$ cat src/rtl/flash_guard_pkg.sv
package flash_guard_pkg;
    // Register geometry
    localparam int GUARD_REG_W  = 8;
    localparam int GUARD_AREA_W = 3;
    // Exception classification: codes below this value are excluded
    localparam int GUARD_KIND_W     = 3;
    localparam int GUARD_FIRST_QUAL = 5;

    typedef struct packed {
        logic exc_hit;
        logic pe_prev;
    } qual_state_t;
endpackage

$ cat src/rtl/fg_event_qual.sv
module fg_event_qual
    import flash_guard_pkg::*;
#(
    parameter int KIND_W     = GUARD_KIND_W,
    parameter int FIRST_QUAL = GUARD_FIRST_QUAL
) (
    input  logic              clk,
    input  logic              rst_n,
    input  logic              pe_active,
    input  logic              flash_rd,
    input  logic              rd_overlay,
    input  logic              sleep_exec,
    input  logic              bus_release,
    input  logic              exc_strobe,
    input  logic [KIND_W-1:0] exc_kind,
    output logic              set_req
);
    qual_state_t st_d, st_q;
    logic        pe_rise;
    logic        during_pe;

    always_comb begin
        st_d         = st_q;
        st_d.exc_hit = exc_strobe && (exc_kind >= KIND_W'(FIRST_QUAL));
        st_d.pe_prev = pe_active;
        pe_rise      = pe_active && !st_q.pe_prev;
        during_pe    = pe_active && ((flash_rd && !rd_overlay) || sleep_exec || bus_release);
        set_req      = during_pe || (st_q.exc_hit && pe_rise);
    end

    always_ff @(posedge clk or negedge rst_n) begin
        if (!rst_n) st_q <= '0;
        else        st_q <= st_d;
    end

    // no set request ever arises outside program/erase activity
    p_set_needs_pe_r6: assert property (@(posedge clk) disable iff (!rst_n)
        set_req |-> pe_active);
endmodule

$ cat src/rtl/fg_area_decode.sv
module fg_area_decode
    import flash_guard_pkg::*;
#(
    parameter int AREA_W = GUARD_AREA_W
) (
    input  logic              clk,
    input  logic              rst_n,
    input  logic [AREA_W-1:0] area,
    output logic [(1<<AREA_W)-1:0] onehot
);
    localparam int NAREA = 1 << AREA_W;

    for (genvar i = 0; i < NAREA; i++) begin : g_area
        assign onehot[i] = (area == AREA_W'(i));
    end

    // exactly one area line active
    p_onehot_r9: assert property (@(posedge clk) disable iff (!rst_n)
        $countones(onehot) == 1);
endmodule

$ cat src/rtl/flash_guard_reg.sv
module flash_guard_reg
    import flash_guard_pkg::*;
#(
    parameter int REG_W      = GUARD_REG_W,
    parameter int AREA_W     = GUARD_AREA_W,
    parameter int KIND_W     = GUARD_KIND_W,
    parameter int FIRST_QUAL = GUARD_FIRST_QUAL
) (
    input  logic                   clk,
    input  logic                   rst_n,
    input  logic                   hw_standby,
    input  logic                   reg_wr_en,
    input  logic [REG_W-1:0]       reg_wr_data,
    output logic [REG_W-1:0]       reg_rd_data,
    input  logic                   pe_active,
    input  logic                   flash_rd,
    input  logic                   rd_overlay,
    input  logic                   exc_strobe,
    input  logic [KIND_W-1:0]      exc_kind,
    input  logic                   sleep_exec,
    input  logic                   bus_release,
    output logic                   err_protect,
    output logic                   pe_inhibit,
    output logic                   overlay_en,
    output logic [(1<<AREA_W)-1:0] area_onehot
);
    localparam int RSV_W   = REG_W - 2 - AREA_W;
    localparam int SEL_BIT = AREA_W;

    typedef struct packed {
        logic              err;
        logic              ram_sel;
        logic [AREA_W-1:0] area;
    } guard_state_t;

    guard_state_t st_d, st_q;
    logic         set_req;

    fg_event_qual #(.KIND_W(KIND_W), .FIRST_QUAL(FIRST_QUAL)) i_qual (
        .clk        (clk),
        .rst_n      (rst_n),
        .pe_active  (pe_active),
        .flash_rd   (flash_rd),
        .rd_overlay (rd_overlay),
        .sleep_exec (sleep_exec),
        .bus_release(bus_release),
        .exc_strobe (exc_strobe),
        .exc_kind   (exc_kind),
        .set_req    (set_req)
    );

    fg_area_decode #(.AREA_W(AREA_W)) i_area (
        .clk   (clk),
        .rst_n (rst_n),
        .area  (st_q.area),
        .onehot(area_onehot)
    );

    always_comb begin
        st_d = st_q;
        if (reg_wr_en) begin
            st_d.ram_sel = reg_wr_data[SEL_BIT];
            st_d.area    = reg_wr_data[AREA_W-1:0];
        end
        if (set_req)    st_d.err = 1'b1;
        if (hw_standby) st_d.err = 1'b0;
    end

    always_ff @(posedge clk or negedge rst_n) begin
        if (!rst_n) st_q <= '0;
        else        st_q <= st_d;
    end

    assign reg_rd_data = {st_q.err, {RSV_W{1'b1}}, st_q.ram_sel, st_q.area};
    assign err_protect = st_q.err;
    assign pe_inhibit  = st_q.err | st_q.ram_sel;
    assign overlay_en  = st_q.ram_sel;

    // the flag holds until standby
    p_sticky_r7: assert property (@(posedge clk) disable iff (!rst_n)
        err_protect && !hw_standby |=> err_protect);
    // standby clears the flag
    p_standby_clear_r7: assert property (@(posedge clk) disable iff (!rst_n)
        hw_standby |=> !err_protect);
    // the flag only rises after a cycle with program/erase active
    p_rise_in_pe_r4: assert property (@(posedge clk) disable iff (!rst_n)
        $rose(err_protect) |-> $past(pe_active));
    // written low bits are visible one edge later
    p_write_lands_r3: assert property (@(posedge clk) disable iff (!rst_n)
        reg_wr_en |=> reg_rd_data[SEL_BIT:0] == $past(reg_wr_data[SEL_BIT:0]));
endmodule

$ cat config.mk
export PLATFORM = sky130hd
export DESIGN_NAME = flash_guard_reg
export DESIGN_NICKNAME = d
export VERILOG_FILES = /design/src/rtl/flash_guard_pkg.sv /design/src/rtl/fg_event_qual.sv /design/src/rtl/fg_area_decode.sv /design/src/rtl/flash_guard_reg.sv
export SDC_FILE = /design/constraint.sdc
export NUM_CORES = 1
export LEC_CHECK = 0
export ABC_AREA = 1
export ABC_CLOCK_PERIOD_IN_PS = 1500
export BUFFER_PORTS_ARGS = -buffer_cell sky130_fd_sc_hd__clkbuf_2
export CAP_MARGIN = 15
export CORE_AREA = 2 2 39 41
export DETAILED_ROUTE_END_ITERATION = 6
export DIE_AREA = 0 0 41 43
export GPL_ROUTABILITY_DRIVEN = 0
export PLACE_DENSITY = 0.68
export SETUP_SLACK_MARGIN = 0.05
export SLEW_MARGIN = 20
export SYNTH_ARGS = -nofsm -noshare
export SYNTH_HDL_FRONTEND = slang
export SYNTH_SLANG_ARGS = --single-unit
export TNS_END_PERCENT = 50
$ cat constraint.sdc
create_clock -name clk -period 1.5 [get_ports clk]
set_input_delay 0.375 -clock clk [delete_from_list [all_inputs] [get_ports clk]]
set_output_delay 0.375 -clock clk [all_outputs]
set_load 0.05 [all_outputs]
==> results_dict.tcl <==
set metrics [dict create \
    drv_slew 0 \
    most-common-layout-cells "clkbuf_2 (21), nand2_1 (9), nor3_4 (8), buf_8 (8), clkbuf_4 (6)" \
    post-route-min-period_ns 1.59 \
    use_met2_pct 22.2 \
    setup_viol 8 \
    hold_depth 1 \
    grt_pass1_vias 407 \
    layout_commonest_cell "clkbuf_2" \
    area_growth_pct 99.7 \
    ir_worst_vdd_mv 0.328 \
    status "finished, violations left" \
    crit_fanout 6 \
    leakage_nw 0.396 \
    clkTransAtPathRegs_ns 0.05 \
    start_util_pct 27.9 \
    cts_buffer_depth 2 \
    path_cells "nor3_4, buf_8" \
    min_to "i_qual.st_q[0]" \
    cp.arrival_ns 1.22 \
    drt_iter0_markers 3 \
    synth_top_area_share_pct 45.3 \
    clock_latency_ns 0.24 \
    placed_area_sq_um 633 \
    fin_skew_ns 0.0000329 \
    synth_top_cell_by_area "dfrtp_1" \
    port_buffers 32 \
    rows 14 \
    r2r_setup_slack_ns 0.55 \
    end_kind "primary output" \
    cp_top_family "flip-flops" \
    top_usage_layer "met2" \
    yosys.area_share.xor_xnor_pct 0 \
    numCtsBuffers 3 \
    rsz0062_at_grt "true" \
    root_buffer "clkbuf_4" \
    die_x_um 41 \
    slowest_delay_ns 0.56 \
    cp_num_cells 2 \
    critical_path_class "reg2out" \
    tns_ns -0.588 \
    ys_seq_area_share_pct 45.3 \
    ant_nets 0 \
    dpl.hpwl_um 710 \
    antenna_found_initial 0 \
    utilization_pct 55.8 \
    grt_overflow_total 0 \
    crit-reg2reg-launch "reg_rd_data[0]" \
    synth_top_family_by_area "simple AND/OR/NAND/NOR gates" \
    critical-path-slowest-cell "dfrtp_4" \
    met3_usage_pct 3.14 \
    grt_use_met1_pct 14.9 \
    num_vias 398 \
    grt_pass1_wl_um 1580 \
    die-area_sq_um 1760 \
    power.density_nw_per_um2 942 \
    startpoint_type "flop" \
    min_period_over_period_pct 106 \
    wl_per_cell_um 9.79 \
    timing.rr.end "reg_rd_data[0]" \
    avgSynthCellArea_sq_um 8.40 \
    maxCapViolations 0 \
    antenna_cells 0 \
    holdCritStartpoint "pe_active" \
    rr_worst_depth 3 \
    synth-compound-area-share_pct 7.77 \
    hp-class "in2reg" \
    cts_tree "yes" \
    routed_wl_um 950 \
    htreeDepth 1 \
    path_buf_inv 1 \
    yosys.area_share.simple_pct 28.5 \
    grt_max_degree 9 \
    muxShareOfSynthArea_pct 0 \
    synth_cells 46 \
    drive_above_1_share_pct 61.7 \
    failed_checks "negative setup slack" \
    syn_area_sq_um 387 \
    drtPass1Iterations 4 \
    p_total_mw 0.727 \
    pin_count 40 \
    core_area_sq_um 1380 \
    ys_types 14 \
    fin_nets 103 \
    cp.required_ns 1.12 \
    max_freq_mhz 628 \
    synth-seq-cells 7 \
    synthAdderAreaFrac_pct 0 \
    clock-sinks 7 \
    fin_area_sq_um 772 \
    synth_warnings 0 \
    via_per_inst 4.10 \
    die_y_um 43 \
    setup_slack_ns -0.0917 \
    finalHoldViolCount 0 \
    synth.area.top_cells "dfrtp_1 (45%), nor3_2 (10%), buf_4 (9.7%)" \
    drc 0 \
    grtUsageTotal_pct 13.9 \
]
==> what timing repair did <==
action,CTS,global route
endpoints found under the setup margin,10,8
gates resized for setup,22,8
endpoints found under the hold margin,7,0
hold buffers,1,0
pin swaps,2,3
setup buffers,1,0
==> state kept, by name (all words and copies together), names as in the netlist <==
register     cells
reg_rd_data      3
err_protect      1
overlay_en       1
i_qual.st_q      2
==> cell families (layout without fill, tap and decap cells) <==
group,after synthesis,in the layout
AND/OR/NAND/NOR,20,20
buffers and inverters,13,46
flip-flops,7,7
AO/OA/AOI/OAI,5,5
other,1,3
==> worst max path at each step <==
stage               slack [ns]        endpoint            from
detailed placement        0.08  area_onehot[7]  reg_rd_data[0]
global route             -0.13  area_onehot[2]  reg_rd_data[2]
global placement          0.09  area_onehot[7]  reg_rd_data[0]
CTS                       -0.1  area_onehot[7]  reg_rd_data[2]
finish                   -0.09  area_onehot[2]  reg_rd_data[2]
floorplan                -0.03  area_onehot[7]  reg_rd_data[0]
==> layer usage <==
metal  wire [um]  vias to the layer above
li1            -                      211
met1         356                      172
met2         553                       15
met3          40                        0
met4           0                        0
met5           0                        -
==> cells in the mapped netlist <==
library cell,instances
inv_1,5
conb_1,1
nand3b_1,1
o211a_1,1
nor2_1,1
buf_4,5
nand2_1,9
nor3_1,4
o21ai_0,1
o21ai_1,3
nand3_1,1
inv_2,3
dfrtp_1,7
nor3_2,4
==> metrics by stage <==
step | cells | hold WS, ns | worst slack (ns)
floorplan | 48 | 0.0794 | -0.0333
global placement | 91 | 0.210 | 0.0882
detailed placement | 91 | 0.212 | 0.0802
CTS | 97 | 0.265 | -0.0959
global route | 97 | 0.278 | -0.125
finish | 97 | 0.270 | -0.0917
==> where the power goes <==
group          total [mW]  switching, mW  internal (mW)
Combinational       0.316          0.211          0.105
Clock               0.163         0.0618          0.101
Sequential          0.248         0.0395          0.209
==> final cells by class <==
type / count / area [sq um]
multi-input cells: 28 / 221
inverters: 8 / 52.6
flip-flops and latches: 7 / 186
fillers: 128 / 612
well taps: 16 / 20.0
repair buffers: 34 / 265
clock buffers: 4 / 26.3
Note: power is estimated with default switching activity, not from simulation.
